$ cat src/rtl/cdszs_pkg.sv
package cdszs_pkg;

  typedef enum logic {
    PH_PRE  = 1'b0,
    PH_POST = 1'b1
  } phase_e;

  // Signed difference of two unsigned samples, clamped at zero.
  function automatic logic [7:0] clamp_diff8(input logic [7:0] a, input logic [7:0] b);
    logic [8:0] d;
    d = {1'b0, a} - {1'b0, b};
    return d[8] ? 8'd0 : d[7:0];
  endfunction

endpackage

$ cat src/rtl/cdszs_thr_bank.sv
module cdszs_thr_bank #(
  parameter int NCOL   = 128,
  parameter int SAMP_W = 8,
  localparam int COL_W = $clog2(NCOL)
) (
  input  logic              clk,
  input  logic              rst_n,
  input  logic              wr_en,
  input  logic [COL_W-1:0]  wr_col,
  input  logic [SAMP_W-1:0] wr_val,
  input  logic [COL_W-1:0]  rd_col,
  output logic [SAMP_W-1:0] rd_val
);

  logic [SAMP_W-1:0] thr_q [NCOL];

  always_ff @(posedge clk) begin
    if (!rst_n) begin
      for (int i = 0; i < NCOL; i++) thr_q[i] <= '1;
    end else if (wr_en) begin
      thr_q[wr_col] <= wr_val;
    end
  end

  assign rd_val = thr_q[rd_col];

endmodule

$ cat src/rtl/cdszs_diff.sv
module cdszs_diff #(
  parameter int SAMP_W = 8
) (
  input  logic [SAMP_W-1:0] pre_smp,
  input  logic [SAMP_W-1:0] post_smp,
  input  logic [SAMP_W-1:0] thresh,
  output logic [SAMP_W-1:0] amp,
  output logic              is_hit
);

  logic [SAMP_W:0] diff_s;

  generate
    if (SAMP_W == 8) begin : g_pkg
      assign diff_s = '0;
      assign amp    = cdszs_pkg::clamp_diff8(pre_smp, post_smp);
    end else begin : g_gen
      assign diff_s = {1'b0, pre_smp} - {1'b0, post_smp};
      assign amp    = diff_s[SAMP_W] ? '0 : diff_s[SAMP_W-1:0];
    end
  endgenerate

  assign is_hit = (amp > thresh);

endmodule

$ cat src/rtl/cdszs_hit_fifo.sv
module cdszs_hit_fifo #(
  parameter int WIDTH = 26,
  parameter int DEPTH = 16,
  localparam int AW   = $clog2(DEPTH)
) (
  input  logic             clk,
  input  logic             rst_n,
  input  logic             wr_req,
  input  logic [WIDTH-1:0] wr_rec,
  output logic             dropped,
  output logic             rd_valid,
  input  logic             rd_ready,
  output logic [WIDTH-1:0] rd_rec
);

  logic [WIDTH-1:0] mem [DEPTH];
  logic [AW-1:0]    wr_ptr, rd_ptr;
  logic [AW:0]      count;
  logic             full, do_wr, do_rd;

  assign full     = (count == (AW+1)'(DEPTH));
  assign do_wr    = wr_req && !full;
  assign dropped  = wr_req && full;
  assign rd_valid = (count != '0);
  assign do_rd    = rd_valid && rd_ready;
  assign rd_rec   = mem[rd_ptr];

  always_ff @(posedge clk) begin
    if (do_wr) mem[wr_ptr] <= wr_rec;
  end

  always_ff @(posedge clk) begin
    if (!rst_n) begin
      wr_ptr <= '0;
      rd_ptr <= '0;
      count  <= '0;
    end else begin
      if (do_wr) wr_ptr <= wr_ptr + 1'b1;
      if (do_rd) rd_ptr <= rd_ptr + 1'b1;
      case ({do_wr, do_rd})
        2'b10:   count <= count + 1'b1;
        2'b01:   count <= count - 1'b1;
        default: count <= count;
      endcase
    end
  end

endmodule

$ cat src/rtl/cds_zero_suppressor.sv
module cds_zero_suppressor #(
  parameter int NCOL   = 128,
  parameter int SAMP_W = 8,
  parameter int ROW_W  = 10,
  parameter int DEPTH  = 16,
  localparam int COL_W = $clog2(NCOL)
) (
  input  logic              clk,
  input  logic              rst_n,
  input  logic              smp_valid,
  input  logic              smp_sel,
  input  logic [SAMP_W-1:0] smp_data,
  input  logic [ROW_W-1:0]  smp_row,
  input  logic              smp_eor,
  input  logic              thr_we,
  input  logic [COL_W-1:0]  thr_addr,
  input  logic [SAMP_W-1:0] thr_data,
  output logic              hit_valid,
  input  logic              hit_ready,
  output logic              hit_marker,
  output logic [ROW_W-1:0]  hit_row,
  output logic [COL_W-1:0]  hit_col,
  output logic [SAMP_W-1:0] hit_amp,
  input  logic              ovf_clr,
  output logic              ovf_flag
);

  import cdszs_pkg::*;

  localparam int REC_W = 1 + ROW_W + COL_W + SAMP_W;

  // Beat decode
  logic              pre_beat, post_beat;
  logic              have_first;
  logic [SAMP_W-1:0] first_q;
  logic [COL_W-1:0]  col_q;
  logic              mark_pend;
  logic [ROW_W-1:0]  mark_row;

  assign pre_beat  = smp_valid && (phase_e'(smp_sel) == PH_PRE);
  assign post_beat = smp_valid && (phase_e'(smp_sel) == PH_POST) && have_first;

  always_ff @(posedge clk) begin
    if (!rst_n) begin
      have_first <= 1'b0;
      first_q    <= '0;
      col_q      <= '0;
      mark_pend  <= 1'b0;
      mark_row   <= '0;
    end else begin
      mark_pend <= 1'b0;
      if (pre_beat) begin
        have_first <= 1'b1;
        first_q    <= smp_data;
      end else if (post_beat) begin
        have_first <= 1'b0;
        if (smp_eor) begin
          col_q     <= '0;
          mark_pend <= 1'b1;
          mark_row  <= smp_row;
        end else if (col_q == COL_W'(NCOL-1)) begin
          col_q <= '0;
        end else begin
          col_q <= col_q + 1'b1;
        end
      end
    end
  end

  // Threshold lookup and pedestal subtraction
  logic [SAMP_W-1:0] col_thr, amp_w;
  logic              hit_w;

  cdszs_thr_bank #(.NCOL(NCOL), .SAMP_W(SAMP_W)) u_thr (
    .clk    (clk),
    .rst_n  (rst_n),
    .wr_en  (thr_we),
    .wr_col (thr_addr),
    .wr_val (thr_data),
    .rd_col (col_q),
    .rd_val (col_thr)
  );

  cdszs_diff #(.SAMP_W(SAMP_W)) u_diff (
    .pre_smp  (first_q),
    .post_smp (smp_data),
    .thresh   (col_thr),
    .amp      (amp_w),
    .is_hit   (hit_w)
  );

  // Record assembly: a hit and a marker never fall in the same cycle,
  // because a second sample always needs a first sample after the row end.
  logic             wr_req, dropped;
  logic [REC_W-1:0] wr_rec, rd_rec;

  always_comb begin
    wr_req = 1'b0;
    wr_rec = '0;
    if (post_beat && hit_w) begin
      wr_req = 1'b1;
      wr_rec = {1'b0, smp_row, col_q, amp_w};
    end else if (mark_pend) begin
      wr_req = 1'b1;
      wr_rec = {1'b1, mark_row, {COL_W{1'b0}}, {SAMP_W{1'b0}}};
    end
  end

  cdszs_hit_fifo #(.WIDTH(REC_W), .DEPTH(DEPTH)) u_fifo (
    .clk      (clk),
    .rst_n    (rst_n),
    .wr_req   (wr_req),
    .wr_rec   (wr_rec),
    .dropped  (dropped),
    .rd_valid (hit_valid),
    .rd_ready (hit_ready),
    .rd_rec   (rd_rec)
  );

  assign {hit_marker, hit_row, hit_col, hit_amp} = rd_rec;

  always_ff @(posedge clk) begin
    if (!rst_n)       ovf_flag <= 1'b0;
    else if (dropped) ovf_flag <= 1'b1;
    else if (ovf_clr) ovf_flag <= 1'b0;
  end

endmodule

$ cat config.mk
export PLATFORM = sky130hd
export DESIGN_NAME = cds_zero_suppressor
export DESIGN_NICKNAME = d
export VERILOG_FILES = /design/src/rtl/cdszs_pkg.sv /design/src/rtl/cdszs_thr_bank.sv /design/src/rtl/cdszs_diff.sv /design/src/rtl/cdszs_hit_fifo.sv /design/src/rtl/cds_zero_suppressor.sv
export SDC_FILE = /design/constraint.sdc
export NUM_CORES = 2
export LEC_CHECK = 0
export ABC_CLOCK_PERIOD_IN_PS = 16900
export BUFFER_PORTS_ARGS = -buffer_cell sky130_fd_sc_hd__buf_2
export CAP_MARGIN = 5
export CORE_MARGIN = 10
export CORE_UTILIZATION = 38
export CTS_CLUSTER_DIAMETER = 40
export DETAILED_ROUTE_END_ITERATION = 10
export GPL_TIMING_DRIVEN = 0
export PLACE_DENSITY_LB_ADDON = 0.05
export SLEW_MARGIN = 20
export SYNTH_ARGS = -nofsm -noshare
export SYNTH_HDL_FRONTEND = slang
export SYNTH_SLANG_ARGS = --single-unit
$ cat constraint.sdc
create_clock -name clk -period 16.9 [get_ports clk]
set_input_delay 0.845 -clock clk [delete_from_list [all_inputs] [get_ports clk]]
set_output_delay 0.845 -clock clk [all_outputs]
set_load 0.01 [all_outputs]
## After elaboration in Yosys (flattened, before gate mapping)

Memory sizes are Yosys's and may differ from the RTL's. A register that Yosys moved wholly into a read port is not among the register bits.
Cells that the tools add are included.

| storage, ports and cells | value |
|---|---|
| input bits | 41 |
| word-level logic and storage cells | 68 |
| flip-flop bits (word level) | 41 |
| output and inout port bits | 28 |
| memory bits (writable) | 1440 |
| memories | 2 |

Memories:

| memory | depth | width | read ports | clocked after Yosys merged registers in | write ports | line | text |
|---|---|---|---|---|---|---|---|
| u_thr.thr_q | 128 | 8 | 1 | 1 | 128 | cdszs_thr_bank.sv:15 | `logic [SAMP_W-1:0] thr_q [NCOL];` |
| u_fifo.mem | 16 | 26 | 1 | 1 | 1 | cdszs_hit_fifo.sv:16 | `logic [WIDTH-1:0] mem [DEPTH];` |

| operators by class | value |
|---|---|
| equality and inequality tests | 4 |
| multiplexer cells | 26 |
| reductions and logical operators | 16 |
| $add $sub $neg | 6 |
| order comparisons | 1 |
| bitwise gates (word level) | 4 |

Operators by type and width:

| operator | count |
|---|---|
| two-way mux 26 bit | 2 |
| two-way mux 7 bit | 5 |
| two-way mux 8 bit | 2 |
| two-way mux 1 bit | 14 |
| case mux 5 bit (2 select lines) | 1 |
| subtractor 8 x 8 -> 9 bit | 1 |
| adder 4 x 1 -> 4 bit (second input constant) | 2 |
| > comparator 8 bit | 1 |
| two-way mux 4 bit | 2 |
| OR reduction 8 bit | 1 |
| adder 7 x 1 -> 7 bit (second input constant) | 1 |
| equality test 7 bit (second input constant) | 1 |
| logical AND 1 bit | 7 |
| nonzero test 2 bit | 3 |
| adder 5 x 1 -> 5 bit (second input constant) | 1 |
| equality test 5 bit (second input constant) | 1 |
| nonzero test 5 bit | 1 |
| subtractor 5 x 1 -> 5 bit (second input constant) | 1 |
| NOT 1 bit | 4 |
| AND reduction 3 bit | 1 |
| OR reduction 3 bit | 1 |
| equality test 2 x 1 -> 1 bit (second input constant) | 1 |
| equality test 2 bit (second input constant) | 1 |
| AND reduction 2 bit | 1 |
| logical NOT 1 bit | 1 |

## Logic depth before layout (Yosys ltp)

| logic depth | value |
|---|---|
| depth after elaboration | 8 |
| depth in mapped cells | 28 |

## By module

Synthesis repeated with hierarchy kept, for this count alone.

| second synthesis, totals | value |
|---|---|
| cell total of the unflattened synthesis | 3909 |
| area, all modules | 65704.3 um^2 |

Modules (own cells, without submodules):

| module | area each (um^2) | seq. area each (um^2) | times used | cells an instance |
|---|---|---|---|---|
| cdszs_thr_bank | 47211.5 | 30749.5 | 1 | 2970 |
| cdszs_hit_fifo | 16599.7 | 12832.3 | 1 | 699 |
| cds_zero_suppressor | 1278.7 | 560.5 | 1 | 150 |
| cdszs_diff | 614.3 | 0.0 | 1 | 90 |

## Worst setup path before layout

Ideal clock, no wire load.

| path | value |
|---|---|
| path type | in2reg |
| from | input smp_data[0] |
| to | memory u_fifo.mem[3][0], enable pin |
| setup time | 0.442 ns |
| stages on the path | 16 |
| arrival time | 5.633 ns |
| required time | 16.458 ns |
| path slack | 10.826 ns |
| path buffers | 1 |
| cells stage by stage | ha_1 > fa_1 > nor2b_1 > o21a_1 > o21ai_0 > a21boi_0 > o21ai_0 > or2_2 > ha_1 > nand2b_1 > a21oi_1 > o31ai_1 > a211oi_1 > clkbuf_1 > nand2_1 > nor3_1 |

| between the ends | value |
|---|---|
| cells in the longest elaborated chain, start to end | 8 |

Ends and longest elaborated chain:

| item | line | text |
|---|---|---|
| start, declared | cds_zero_suppressor.sv:12 | `input logic [SAMP_W-1:0] smp_data,` |
| subtractor 8 x 8 -> 9 bit | cdszs_pkg.sv:11 | `d = {1'b0, a} - {1'b0, b};` |
| two-way mux 8 bit | cdszs_pkg.sv:12 | `return d[8] ? 8'd0 : d[7:0];` |
| > comparator 8 bit | cdszs_diff.sv:23 | `assign is_hit = (amp > thresh);` |
| logical AND 1 bit | cds_zero_suppressor.sv:100 | `if (post_beat && hit_w) begin` |
| two-way mux 1 bit | cds_zero_suppressor.sv:100 |  |
| logical AND 1 bit | cdszs_hit_fifo.sv:22 | `assign do_wr = wr_req && !full;` |
| two-way mux 1 bit | cdszs_hit_fifo.sv:29 | `if (do_wr) mem[wr_ptr] <= wr_rec;` |
| two-way mux 1 bit (implied by the code) | cdszs_hit_fifo.sv:29 |  |
| end, declared | cdszs_hit_fifo.sv:16 |  |

Every way passes these cells.

==> metrics.yaml <==
detailed_routing:
  drtAntennaViolNets: 0
  via_count: 41700
  wl_per_cell_um: 37.0
  routed_wl_um: 264000
  dr.pass1.iters: 5
  drt_iter0_markers: 4679
  route.detailed.drc: 0
  via_per_inst: 5.84
logic_synthesis:
  synth_area_leaders: "edfxtp_1 (65%), mux4_2 (11%), or3_1 (6.0%)"
  syn_nets: 4284
  synth.cell_area_um2: 66100
  yosysTopAreaCellShare_pct: 65.5
  syn_area_per_cell_um2: 15.7
  yosysSeqAreaShare_pct: 67.0
  synth.distinct_cells: 58
  synth-edff-count: 1440
  synth_commonest_cells: "edfxtp_1 (1440), or3_1 (629), or2_2 (379)"
  async_flop_share_pct: 0
  netlist_instances: 4216
  yosysMostFrequentCell: "edfxtp_1"
  synth_top_area_cell: "edfxtp_1"
  synth_ff_type: "edfxtp_1"
  ys_ff_latch: 1492
  yosys_warnings: 0
grt:
  antenna_found_initial: 20
  overflow: 0
  grt_max_degree: 20
  grtUsageTotal_pct: 27.2
  grt_pass1_wl_um: 359000
  grt_pass1_vias: 42100
sta:
  skew_ns: 0.0607
  fin_crit_ns: 8.72
  worst_pin_slew_ns: 1.30
  max_freq_mhz: 115
  setup_viol: 0
  slew_viol_final: 0
  slew_headroom_pct: 13.0
  rsz0062_at_grt: "false"
  fin_setup_tns_ns: 0
  hold_viol_final: 0
  fin_crit_sh_pct: 51.6
setup_path:
  max_stage_delay_ns: 1.01
  reg2reg_depth: 26
  crit_type: "flip-flop to flip-flop"
  worstPathArrival_ns: 9.54
  cp-start-kind: "flip-flop"
  r2r_slack_ns: 8.18
  path_delay_family: "compound AO/OA/AOI/OAI gates"
  slowest_stage: "a221oi_1"
  endpoint_kind: "flip-flop"
  critPathBufInv: 8
  required_ns: 17.72
  timing.rr.end: "u_fifo.count[4]"
  cp_max_fo: 10
clock_tree:
  cts.repair.resized: 0
  cts.htree.levels: 5
  clk_latency_ns: 0.93
  cts-root-buf: "clkbuf_16"
  postCtsHoldBufs: 0
  clk_pin_slew_ns: 0.05
  cts_made_buffers: 285
  post_cts_buffers: 0
  clkSinkCount: 1492
  cts_tree: "yes"
  clock_path_buffers: 4
floorplan:
  die_w_um: 437
  die-area_um2: 191000
  core-area_um2: 172000
  start_util_pct: 38.3
  io_pins: 69
  die_y_um: 437
  rows: 152
hold_path:
  min_delay_path_depth: 2
  hold_class: "input port to flip-flop"
  min_to: "mark_row[5]"
  min_from: "smp_row[5]"
cells_and_area:
  finalNonFillerCells: 7137
  multiInputGateArea_um2: 20100
  drive_above_1_share_pct: 28.8
  fin_util_pct: 46.0
  fin_nets: 4679
  synthToLayoutAreaGrowth_pct: 20.0
  seq_area_um2: 44300
  fillers: 15300
power:
  p_leak_nw: 24.8
  powerDensity_nw_per_um2: 129
  ir_drop_mv: 0.0993
placed_design:
  dp_cells: 6634
  dp_hpwl_um: 184000
  io_buffers: 57
  gp_congestion: 0.983
flow_run:
  max_cap_viol_count: 0
status:
  outcome: "complete, no violations"
## cells in the final DEF, fill, tap and decap left out, drive strengths merged, types with 21 or more instances in the layout
master | Yosys | final
nand3 | 29 | 29
edfxtp | 1440 | 1440
inv | 14 | 49
a22oi | 83 | 83
and3 | 22 | 22
clkinv | 0 | 75
or3 | 629 | 629
or2 | 382 | 382
nor2 | 48 | 48
a221oi | 21 | 21
a21oi | 27 | 27
ha | 26 | 26
buf | 82 | 189
o21ai | 99 | 99
mux4 | 319 | 319
clkinvlp | 0 | 31
nand2 | 180 | 180
and2 | 25 | 25
bufinv | 0 | 25
nor2b | 41 | 41
mux2i | 138 | 138
clkbuf | 337 | 665
dfxtp | 52 | 52
a22o | 41 | 41
nand2b | 39 | 39
## routing by layer
layer	up-vias	track usage, %	wire length (um)
li1	17300	-	-
met1	21800	35.0	106000
met2	1954	43.0	123000
met3	618	5.76	19000
met4	6	14.5	16100
met5	-	0	44
## kinds of logic (layout without fill, tap and decap cells)
group           count (synthesis)  in the layout  synth area share (%)
mux                           457            457                  13.0
flops                        1492           1492                  67.0
fa+ha+maj                      27             27                 0.523
xor+xnor                       19             19                 0.252
buf+inv                       433           1034                  2.70
compound gates                356            356                  3.83
other cells                     0             10                     0
simple gates                 1432           1432                  12.7
## state kept, by name (all words and copies together), names as in the netlist, named ones only
signal and cells:
mark_pend 1, first_q 8, have_first 1, ovf_flag 1
u_fifo.wr_ptr 4, col_q 7, u_fifo.rd_ptr 4, mark_row 10
u_fifo.mem 416, u_fifo.count 5, u_thr.thr_q 1024
## worst reg2reg max path: cells and delay by family, from the launching register on
| family | cells | cell delay (ns) |
|---|---|---|
| compound gates | 8 | 3.03 |
| mux | 1 | 0.38 |
| flops | 1 | 0.43 |
| buf+inv | 8 | 2.82 |
| xor+xnor | 2 | 0.28 |
| fa+ha+maj | 3 | 0.84 |
| simple gates | 4 | 0.86 |
## worst max path at each step
stage | start | to | slack (ns) | cells past startpoint
2_1_floorplan | smp_data[0] | u_fifo.mem[3][0] | 10.83 | 16
3_3_place_gp | flip-flop | u_fifo.mem[3][22] | 4.83 | 17
3_5_place_dp | flip-flop | u_fifo.count[4] | 8.46 | 25
4_1_cts | flip-flop | u_fifo.count[4] | 8.43 | 25
5_1_grt | flip-flop | u_fifo.count[4] | 8.10 | 25
6_report | flip-flop | u_fifo.count[4] | 8.18 | 26
## area by class of cell
cell class	count	share of cell area [%]
antenna	10	0.0316
buffer	419	2.26
clock buffer	327	9.51
clock inverter	166	2.11
inverter	14	0.0663
multi-input combinational	2291	25.3
sequential	1492	55.9
tap	2310	3.65
timing repair buffer	108	1.19
## per-stage QoR
stage          power (W)  setup WS, ns  hold slack [ns]  cell area [um^2]
2_1_floorplan    0.00446         10.83            0.449             66100
3_3_place_gp     0.00470          4.83            0.462             69200
3_5_place_dp     0.00470          8.46            0.466             70000
4_1_cts           0.0102          8.43            0.103             79200
5_1_grt           0.0104          8.10            0.146             79200
6_report          0.0102          8.18            0.168             79300
## power by group
part	switching (W)	internal, W	leakage, nW	total [W]
Sequential	0.0000418	0.00417	14.5	0.00421
Combinational	0.000322	0.000107	5.88	0.000429
Clock	0.00197	0.00358	4.44	0.00555
Total	0.00233	0.00785	24.8	0.0102
No activity file was read; power rests on OpenSTA's default activity.
